File: config.mk
export PLATFORM = sky130hd
export DESIGN_NAME = latched_timer
export DESIGN_NICKNAME = d
export VERILOG_FILES = /design/src/rtl/latched_timer.sv
export SDC_FILE = /design/constraint.sdc
export NUM_CORES = 1
export LEC_CHECK = 0
export BUFFER_PORTS_ARGS = -buffer_cell sky130_fd_sc_hd__buf_2
export CORE_ASPECT_RATIO = 0.8
export CORE_UTILIZATION = 60
export CTS_BUF_LIST = sky130_fd_sc_hd__clkbuf_2
export CTS_CLUSTER_SIZE = 40
export DETAILED_ROUTE_END_ITERATION = 10
export GPL_TIMING_DRIVEN = 0
export PLACE_DENSITY = 0.86
export SYNTH_ARGS = -nofsm -noshare
export SYNTH_HDL_FRONTEND = slang
export SYNTH_SLANG_ARGS = --single-unit
File: constraint.sdc
create_clock -name clk -period 2.35 [get_ports clk]
set_input_delay 0.47 -clock clk [delete_from_list [all_inputs] [get_ports clk]]
set_output_delay 0.47 -clock clk [all_outputs]
set_load 0.02 [all_outputs]
File: src/rtl/latched_timer.sv
module latched_timer #(
  parameter int SYNC_STAGES = 2,
  parameter int CNT_W       = 16,
  parameter int WRAP_W      = 24,
  parameter int EVT_N       = 6
) (
  input  logic             clk,
  input  logic             rst_n,
  input  logic             slow_clk,
  input  logic             bus_wr,
  input  logic             bus_rd,
  input  logic [2:0]       bus_addr,
  input  logic [7:0]       bus_wdata,
  output logic [7:0]       bus_rdata,
  input  logic [EVT_N-1:0] evt_src,
  output logic [1:0]       evt_pulse
);

  localparam logic [2:0] A_CTRL = 3'd0, A_SEL = 3'd1, A_CLO = 3'd2, A_CHI = 3'd3;
  localparam logic [2:0] A_W0 = 3'd4, A_W1 = 3'd5, A_W2 = 3'd6, A_EVT = 3'd7;
  localparam logic [CNT_W-1:0] CNT_TOP = '1;

  logic              run_q, slow_mode_q, cap_mode_q, running;
  logic [2:0]        csel_q, wsel_q, ev0_q, ev1_q;
  logic [CNT_W-1:0]  cnt;
  logic [WRAP_W-1:0] wrap, wrap_cap;
  logic [7:0]        hi_cap;
  logic              hi_vld, wrap_vld;
  logic [SYNC_STAGES:0] slow_sh;
  logic              slow_rise, cap_lo, cap_w0;

  assign slow_rise = slow_sh[SYNC_STAGES-1] & ~slow_sh[SYNC_STAGES];
  assign cap_lo    = bus_rd && bus_addr == A_CLO && csel_q == 3'd0;
  assign cap_w0    = bus_rd && bus_addr == A_W0 && wsel_q == 3'd0 && !cap_mode_q;

  always_ff @(posedge clk or negedge rst_n)
    if (!rst_n) begin
      run_q <= 1'b0; slow_mode_q <= 1'b1; cap_mode_q <= 1'b0;
      csel_q <= '0; wsel_q <= '0; ev0_q <= '0; ev1_q <= '0;
    end else if (bus_wr) begin
      case (bus_addr)
        A_CTRL: begin
          run_q       <= bus_wdata[0];
          slow_mode_q <= bus_wdata[1];
          cap_mode_q  <= bus_wdata[3];
        end
        A_SEL: begin csel_q <= bus_wdata[2:0]; wsel_q <= bus_wdata[6:4]; end
        A_EVT: begin ev0_q  <= bus_wdata[2:0]; ev1_q  <= bus_wdata[6:4]; end
        default: ;
      endcase
    end

  always_ff @(posedge clk or negedge rst_n)
    if (!rst_n) slow_sh <= '0;
    else        slow_sh <= {slow_sh[SYNC_STAGES-1:0], slow_clk};

  always_ff @(posedge clk or negedge rst_n)
    if (!rst_n) running <= 1'b0;
    else if (!slow_mode_q || slow_rise) running <= run_q;

  always_ff @(posedge clk or negedge rst_n)
    if (!rst_n) begin
      cnt <= '0; wrap <= '0;
    end else if (running) begin
      cnt <= cnt + 1'b1;
      if (cnt == CNT_TOP) wrap <= wrap + 1'b1;
    end

  always_ff @(posedge clk or negedge rst_n)
    if (!rst_n) begin
      hi_cap <= '0; hi_vld <= 1'b0; wrap_cap <= '0; wrap_vld <= 1'b0;
    end else begin
      if (cap_lo) begin
        hi_cap <= cnt[15:8];
        hi_vld <= 1'b1;
      end
      if ((cap_lo && cap_mode_q) || cap_w0) begin
        wrap_cap <= wrap;
        wrap_vld <= 1'b1;
      end
    end

  logic [7:0] hi_rd, w0_rd, w1_rd, w2_rd;
  assign hi_rd = hi_vld ? hi_cap : cnt[15:8];
  assign w0_rd = (cap_mode_q && wrap_vld) ? wrap_cap[7:0] : wrap[7:0];
  assign w1_rd = wrap_vld ? wrap_cap[15:8]  : wrap[15:8];
  assign w2_rd = wrap_vld ? wrap_cap[23:16] : wrap[23:16];

  always_comb begin
    bus_rdata = 8'h00;
    if (bus_rd)
      case (bus_addr)
        A_CTRL:  bus_rdata = {4'b0, cap_mode_q, running, slow_mode_q, run_q};
        A_SEL:   bus_rdata = {1'b0, wsel_q, 1'b0, csel_q};
        A_CLO:   bus_rdata = (csel_q == 3'd0) ? cnt[7:0] : 8'h00;
        A_CHI:   bus_rdata = (csel_q == 3'd0) ? hi_rd : 8'h00;
        A_W0:    bus_rdata = (wsel_q == 3'd0) ? w0_rd : 8'h00;
        A_W1:    bus_rdata = (wsel_q == 3'd0) ? w1_rd : 8'h00;
        A_W2:    bus_rdata = (wsel_q == 3'd0) ? w2_rd : 8'h00;
        default: bus_rdata = {1'b0, ev1_q, 1'b0, ev0_q};
      endcase
  end

  logic [7:0] src_ext;
  assign src_ext = 8'(evt_src);

  function automatic logic route(input logic [2:0] code, input logic [7:0] src);
    return (code < 3'd6) ? src[code] : 1'b0;
  endfunction

  always_ff @(posedge clk or negedge rst_n)
    if (!rst_n) evt_pulse <= '0;
    else        evt_pulse <= {route(ev1_q, src_ext), route(ev0_q, src_ext)};

  AST_CNT_HOLD: assert property (@(posedge clk) disable iff (!rst_n)
    !running |=> $stable(cnt));
  AST_SLOW_WAIT: assert property (@(posedge clk) disable iff (!rst_n)
    (slow_mode_q && !slow_rise) |=> running == $past(running));
  AST_WRAP_STEP: assert property (@(posedge clk) disable iff (!rst_n)
    (running && cnt == CNT_TOP) |=> wrap == $past(wrap) + 1'b1);
  AST_WRAP_STILL: assert property (@(posedge clk) disable iff (!rst_n)
    (running && cnt != CNT_TOP) |=> $stable(wrap));
  AST_HI_KEEP: assert property (@(posedge clk) disable iff (!rst_n)
    !cap_lo |=> $stable(hi_cap));
  AST_WRAP_KEEP: assert property (@(posedge clk) disable iff (!rst_n)
    !(cap_lo && cap_mode_q) && !cap_w0 |=> $stable(wrap_cap));
  AST_EV0_QUIET: assert property (@(posedge clk) disable iff (!rst_n)
    (ev0_q[2:1] == 2'b11) |=> !evt_pulse[0]);
  AST_EV1_QUIET: assert property (@(posedge clk) disable iff (!rst_n)
    (ev1_q[2:1] == 2'b11) |=> !evt_pulse[1]);

endmodule

==> run_results.csv, run 1 <==
group,metric,value,unit
layout,diodes,0,
floorplan,core_region_area,7600,sq um
timing,max_freq,0.338,GHz
layout,final_cells,566,
status,violations,"setup timing",
worst_setup_path,path_class,"reg2out",
global_route,grt_first_pass_wirelength,17.3,mm
detailed_routing,drt.antenna.violating_nets,0,
timing,setup_viol,22,
timing,min_period_over_period,126,%
timing,max_slew_margin,66.7,%
global_route,grt_pass1_vias,3401,
worst_setup_path,worstSetupStartpointType,"flop",
logic_synthesis,seq_area_frac_synth,49.1,%
floorplan,dieArea,8440,sq um
logic_synthesis,yosysWarnings,0,
global_route,overflow,0,
worst_setup_path,reg2reg_from,"csel_q[1]",
detailed_routing,via_per_inst,6.05,
detailed_routing,wl_per_cell,18.9,um
status,outcome,"finished with violations",
floorplan,die_w,102,um
timing,whs,0.118,ns
timing,rsz0062_at_grt,"yes",
detailed_routing,drt_iter0_drc,297,
worst_setup_path,reg2reg_slack,-0.12,ns
worst_setup_path,critPathMaxFanout,7,
timing,setup_tns,-5.61,ns
detailed_routing,dr.pass1.iters,5,
pwr,p_leak,2.59,nW
layout,areaGrowthSynthToFinish,14.9,%
cts,path_clk_slew,0.26,ns
worst_setup_path,reg2reg_to,"wrap_cap[20]",
worst_setup_path,endpoint,"bus_rdata[5]",
detailed_routing,routed_wl,10.7,mm
logic_synthesis,synthFlopType,"dfrtp_1",
layout,drive_gt1_share,35.1,%
cts,cts_buffers,9,
timing,drv_slew,0,
placed_design,gp_congestion,0.851,
layout,layout.nets,480,
worst_hold_path,hold_class,"in2reg",
floorplan,rows,28,
logic_synthesis,syn_area_per_cell,12.2,sq um
timing,fin_skew,0.0411,ns
pwr,p_total,3.37,mW
logic_synthesis,synth_edf_count,0,
timing,worstMarginPinSlew,0.498,ns
timing,fin_crit,2.96,ns
placed_design,placed_cell_area,5150,sq um
pwr,ir_drop,0.441,mV
cts,clk_latency,0.58,ns
global_route,grt_start_max_net_pins,65,
timing,setup_ws,-0.612,ns
floorplan,die_height,82.4,um
global_route,antenna_found_initial,0,
placed_design,dp_hpwl,7.23,mm
cts,root_buffer,"clkbuf_2",
logic_synthesis,synth.ff_latch_count,95,
run,drv_cap,0,
cts,clock_sinks,95,
pwr,p_per_area,606,nW/um^2
logic_synthesis,async_reset_ff_share,100,%
cts,cts_htree_levels,3,
logic_synthesis,netlist_instances,396,
worst_setup_path,crit_arrival,2.49,ns
worst_setup_path,ff2ff_path_depth,10,
logic_synthesis,syn_area,4850,sq um
placed_design,dp_cells,530,
global_route,grtUsageTotal,27.8,%
floorplan,io_pins,32,
layout,finalInstanceArea,5570,sq um
cts,cts_tree,"yes",
detailed_routing,drc,0,
worst_setup_path,worst_ep_required_time,1.88,ns
placed_design,io_buffers,28,
detailed_routing,vias,3422,
logic_synthesis,syn_nets,420,
cts,cts_buffer_depth,2,
floorplan,initial_core_util,63.7,%
logic_synthesis,ys_types,45,
timing,hold_violations,0,
worst_setup_path,critPathLaunch,"csel_q[1]",
worst_setup_path,crit_path_end_kind,"primary output",
## per-layer routing
metal / global-route usage [%] / wire length, um / vias to the layer above
li1: - / - / 1561
met1: 37.1 / 4720 / 1706
met2: 44.1 / 4990 / 128
met3: 7.83 / 745 / 27
met4: 9.00 / 240 / 0
met5: 0 / 0 / -
## metrics by stage
stage,util (%),setup WS (ns)
floorplan,-,0.0415
global placement,67.3,-0.296
detailed placement,67.7,-0.365
CTS,72.4,-0.546
global route,73.2,-0.742
finish,73.2,-0.612
## worst min path at each step
stage                     slack, ns          from  cells after the start    endpoint
final                          0.12  bus_wdata[3]                      2  cap_mode_q
after global routing           0.07  bus_wdata[3]                      2  cap_mode_q
after CTS                      0.08  bus_wdata[3]                      2  cap_mode_q
after detailed placement       0.34    slow_sh[0]                      0  slow_sh[1]
after global placement         0.34    slow_sh[0]                      0  slow_sh[1]
after floorplan                0.17         rst_n                      0  cap_mode_q
## Yosys cell counts (7+ instances only)
cell type / number / area share (%)
and3_1: 7 / 0.90
nor2_1: 13 / 1.0
mux2i_1: 21 / 4.3
nand3_1: 12 / 1.2
nand2_1: 30 / 2.3
nand4_1: 11 / 1.4
a21oi_1: 10 / 1.0
o221ai_1: 8 / 1.4
mux2_2: 49 / 11
mux2_4: 19 / 5.9
xor2_1: 14 / 2.5
dfrtp_1: 94 / 49
xnor2_1: 24 / 4.3
o21ai_0: 10 / 1.0
nor3_1: 8 / 0.83
## cell type report
type	instances	area (sq um)
timing repair buffer	51	440
clock buffer	11	55.1
sequential	95	2380
tap	105	131
fill	525	2030
buffer	13	98.8
inverter	6	22.5
multi-input combinational	280	2400
clock inverter	5	41.3
## layout by cell type (no fill, tap or decap), types with 4 or more instances in the layout
| master | instances |
|---|---|
| xnor2_1 | 24 |
| and2_1 | 6 |
| nand2_1 | 29 |
| nor2_1 | 13 |
| o21ai_0 | 10 |
| buf_6 | 5 |
| mux2_2 | 45 |
| o221ai_1 | 8 |
| nor3_1 | 7 |
| a221oi_1 | 6 |
| mux2i_1 | 21 |
| nand3_1 | 12 |
| inv_1 | 6 |
| mux2_4 | 23 |
| dfrtp_1 | 91 |
| nand4_1 | 11 |
| a21oi_1 | 10 |
| buf_2 | 21 |
| clkbuf_1 | 5 |
| clkbuf_2 | 11 |
| buf_4 | 22 |
| and3_1 | 6 |
| buf_12 | 4 |
| xor2_1 | 14 |
## critical path, stage by stage (launching register included)
cell and delay, ns:
dfrtp_1 0.44, or4b_4 0.58, nor3b_4 0.27, buf_6 0.16, a221oi_1 0.07, a21oi_1 0.21, buf_4 0.18
## timing repair
action / 4_1_cts / 5_1_grt
setup buffers: 16 / 2
setup endpoints to repair: 27 / 36
gates cloned: 2 / 0
resized for setup: 14 / 17
pin swaps: 8 / 8
hold buffers: 2 / 0
endpoints found under the hold margin: 32 / 0
## power breakdown
| part | internal, mW | switching [mW] | total [mW] |
|---|---|---|---|
| registers | 1.78 | 0.162 | 1.94 |
| clock network | 0.157 | 0.564 | 0.721 |
| logic | 0.376 | 0.331 | 0.707 |
| total | 2.32 | 1.06 | 3.37 |
## kinds of logic (layout without fill, tap and decap cells)
logic type / count (synthesis) / in the layout / synth area share [%]
adder cells (fa/ha/maj): 2 / 2 / 0.516
flip-flops: 95 / 95 / 49.1
AO/OA/AOI/OAI: 37 / 37 / 5.27
AND/OR/NAND/NOR: 112 / 112 / 13.1
buffers and inverters: 21 / 86 / 2.61
multiplexers: 91 / 91 / 22.5
XOR/XNOR: 38 / 38 / 6.87
## flip-flops by register name (all words and copies together), names as in the netlist, 2 cells and up
name / flops
ev1_q: 3
wrap_cap: 24
slow_sh: 3
hi_cap: 8
csel_q: 3
ev0_q: 3
evt_pulse: 2
cnt: 16
wrap: 24
wsel_q: 3
No activity file was read; power rests on OpenSTA's default activity.
==> run 2: changes to the inputs <==
--- a/config.mk
+++ b/config.mk
@@ -9,10 +9,11 @@
 export CORE_ASPECT_RATIO = 0.8
 export CORE_UTILIZATION = 60
 export CTS_BUF_LIST = sky130_fd_sc_hd__clkbuf_2
+export CTS_CLUSTER_DIAMETER = 120
 export CTS_CLUSTER_SIZE = 40
 export DETAILED_ROUTE_END_ITERATION = 10
 export GPL_TIMING_DRIVEN = 0
-export PLACE_DENSITY = 0.86
+export PLACE_DENSITY = 0.79
 export SYNTH_ARGS = -nofsm -noshare
 export SYNTH_HDL_FRONTEND = slang
 export SYNTH_SLANG_ARGS = --single-unit
==> run 2 against run 1 <==
Net effect:
- global-route usage down 0.36 points
- flip-flop and latch count unchanged
- cell area up 2.0%
- critical path type unchanged
- critical path depth unchanged
- power up 5.1%
- highest routed layer unchanged
- fmax up 3.6%
- clock skew down 0.0028 ns
- combinational power up 2%
- setup slack better by 0.10 ns
- first-iteration DRC count down 11%
- sequential power about the same
- final cell count up 0.35%
- the run still ends with setup timing left
==> run_results.csv, run 2 (synthesis results as in run 1) <==
group,metric,value,unit
cts,cts_htree_levels,3,
timing,fin_skew,0.0382,ns
detailed_routing,drc,0,
layout,final_common_cell,"dfrtp_1",
pwr,p_comb_share,20.3,%
worst_hold_path,hold_class,"in2reg",
pwr,p_int,2.52,mW
timing,max_slew_margin,66.9,%
layout,layout_common_cells,"dfrtp_1 (91), mux2_2 (46), nand2_1 (29)",
pwr,switching_share,28.8,%
worst_hold_path,whs_path_depth,2,
timing,drv_slew,0,
global_route,grt_start_max_net_pins,60,
floorplan,dieArea,8440,sq um
pwr,p_per_area,624,nW/um^2
timing,max_freq,0.350,GHz
worst_setup_path,reg2reg_from,"csel_q[0]",
detailed_routing,via_per_inst,5.96,
global_route,top_usage_layer,"met2",
timing,hold_violations,0,
pwr,pwr-share-clk,24.7,%
layout,layout.nets,483,
layout,areaGrowthSynthToFinish,17.2,%
cts,cts_tree,"yes",
global_route,use_met1,39.4,%
pwr,switchingPower,1.02,mW
layout,reg.largest.list,"wrap: 24 flops, wrap_cap: 24 flops, cnt: 16 flops",
worst_setup_path,worst_ep_required_time,1.88,ns
placed_design,placed_cell_area,5150,sq um
worst_setup_path,reg2reg_slack,-0.09,ns
pwr,p_leak,2.63,nW
worst_setup_path,cp_slowest_stage_delay,0.58,ns
floorplan,die_height,82.4,um
layout,fillers,511,
layout,finalInstanceArea,5680,sq um
status,violations,"setup timing",
cts,root_buffer,"clkbuf_2",
detailed_routing,drt_iter0_drc,263,
worst_setup_path,path_class,"reg2out",
floorplan,io_pins,32,
status,outcome,"finished with violations",
detailed_routing,wl_per_cell,18.7,um
worst_hold_path,min-delay-start,"bus_wdata[3]",
timing,worstMarginPinSlew,0.497,ns
timing,setup_tns,-4.92,ns
floorplan,initial_core_util,63.7,%
worst_setup_path,crit_slowest_cell,"or4b_4",
global_route,grt_pass1_vias,3285,
worst_setup_path,critPathMaxFanout,4,
pwr,ir_drop,0.449,mV
floorplan,die_w,102,um
global_route,grt_first_pass_wirelength,17.0,mm
detailed_routing,drt.antenna.violating_nets,0,
timing,fin_crit,2.86,ns
worst_setup_path,crit_chain,"or4b_4 -> nor3b_4 -> buf_6 -> a221oi_2 -> a21oi_1 -> buf_4",
global_route,antenna_found_initial,0,
global_route,overflow,0,
worst_setup_path,crit_path_end_kind,"primary output",
layout,diodes,0,
placed_design,io_buffers,28,
global_route,grt.met2_usage,40.1,%
timing,rsz0062_at_grt,"yes",
cts,cts_buffer_depth,2,
global_route,met3_usage,9.09,%
cts,cts_buffers,9,
floorplan,core_region_area,7600,sq um
worst_setup_path,reg2reg_to,"wrap_cap[15]",
placed_design,gp_congestion,0.816,
timing,setup_ws,-0.510,ns
timing,min_period_over_period,122,%
worst_setup_path,ff2ff_path_depth,10,
floorplan,rows,28,
run,drv_cap,0,
timing,setup_viol,30,
pwr,seq_power_share,55.0,%
worst_hold_path,holdPathEnd,"cap_mode_q",
detailed_routing,dr.pass1.iters,5,
placed_design,dp_hpwl,6.86,mm
detailed_routing,routed_wl,10.6,mm
cts,path_clk_slew,0.23,ns
detailed_routing,vias,3383,
layout,drive_gt1_share,36.1,%
cts,clock_sinks,95,
worst_setup_path,critPathLaunch,"csel_q[0]",
cts,clk_latency,0.58,ns
worst_setup_path,worstSetupStartpointType,"flop",
global_route,grtUsageTotal,27.5,%
worst_setup_path,crit_arrival,2.39,ns
## run 2: power groups by stage
stage	Sequential (mW)	Combinational, mW	Clock, mW
floorplan	1.92	0.438	0
global placement	1.95	0.580	0
detailed placement	1.95	0.604	0
CTS	1.93	0.716	0.898
global route	1.97	0.774	0.947
finish	1.95	0.719	0.877
## run 2: final cells by class
cell class                      instances  area, sq um  area share [%]
Timing Repair Buffer                   54          480            8.46
Sequential cell                        95         2380            41.9
Inverter                                6         22.5           0.396
Clock buffer                           11         55.1           0.969
Buffer                                 13          106            1.87
Multi-Input combinational cell        280         2430            42.8
Tap cell                              105          131            2.31
Clock inverter                          4         71.3            1.26
## run 2: worst max-delay path: cells and delay by family (launching register included)
family	cells	cell delay, ns
AND/OR/NAND/NOR	2	0.81
flip-flops	1	0.43
buffers and inverters	2	0.33
AO/OA/AOI/OAI	2	0.26
## run 2: how the worst max path moves through the flow
stage               cells past startpoint           end  slack, ns
global placement                        7  bus_rdata[7]      -0.31
global route                            6  bus_rdata[7]      -0.61
detailed placement                      7  bus_rdata[7]      -0.30
CTS                                     6  bus_rdata[3]      -0.50
finish                                  6  bus_rdata[4]      -0.51
floorplan                               4  bus_rdata[6]       0.04
## run 2: routing by layer
| layer | vias up | share of wire (%) |
|---|---|---|
| li1 | 1564 | - |
| met4 | 0 | 1.4 |
| met5 | - | 0 |
| met3 | 20 | 6.6 |
| met1 | 1681 | 48 |
| met2 | 118 | 44 |
## run 2: repair_timing
action,4_1_cts,5_1_grt
gates resized for setup,24,18
cloned,3,0
setup buffers,20,2
setup endpoints to repair,29,45
hold buffers,2,0
hold endpoints to repair,36,0
pin swaps,12,3
## run 2: stage by stage
step	worst slack (ns)	power (mW)	hold WS [ns]	util, %	instances
floorplan	0.0415	2.36	0.174	-	396
global placement	-0.310	2.53	0.337	67.3	529
detailed placement	-0.300	2.56	0.340	67.7	530
CTS	-0.504	3.54	0.0836	73.7	569
global route	-0.608	3.69	0.0799	74.7	568
finish	-0.510	3.55	0.111	74.7	568
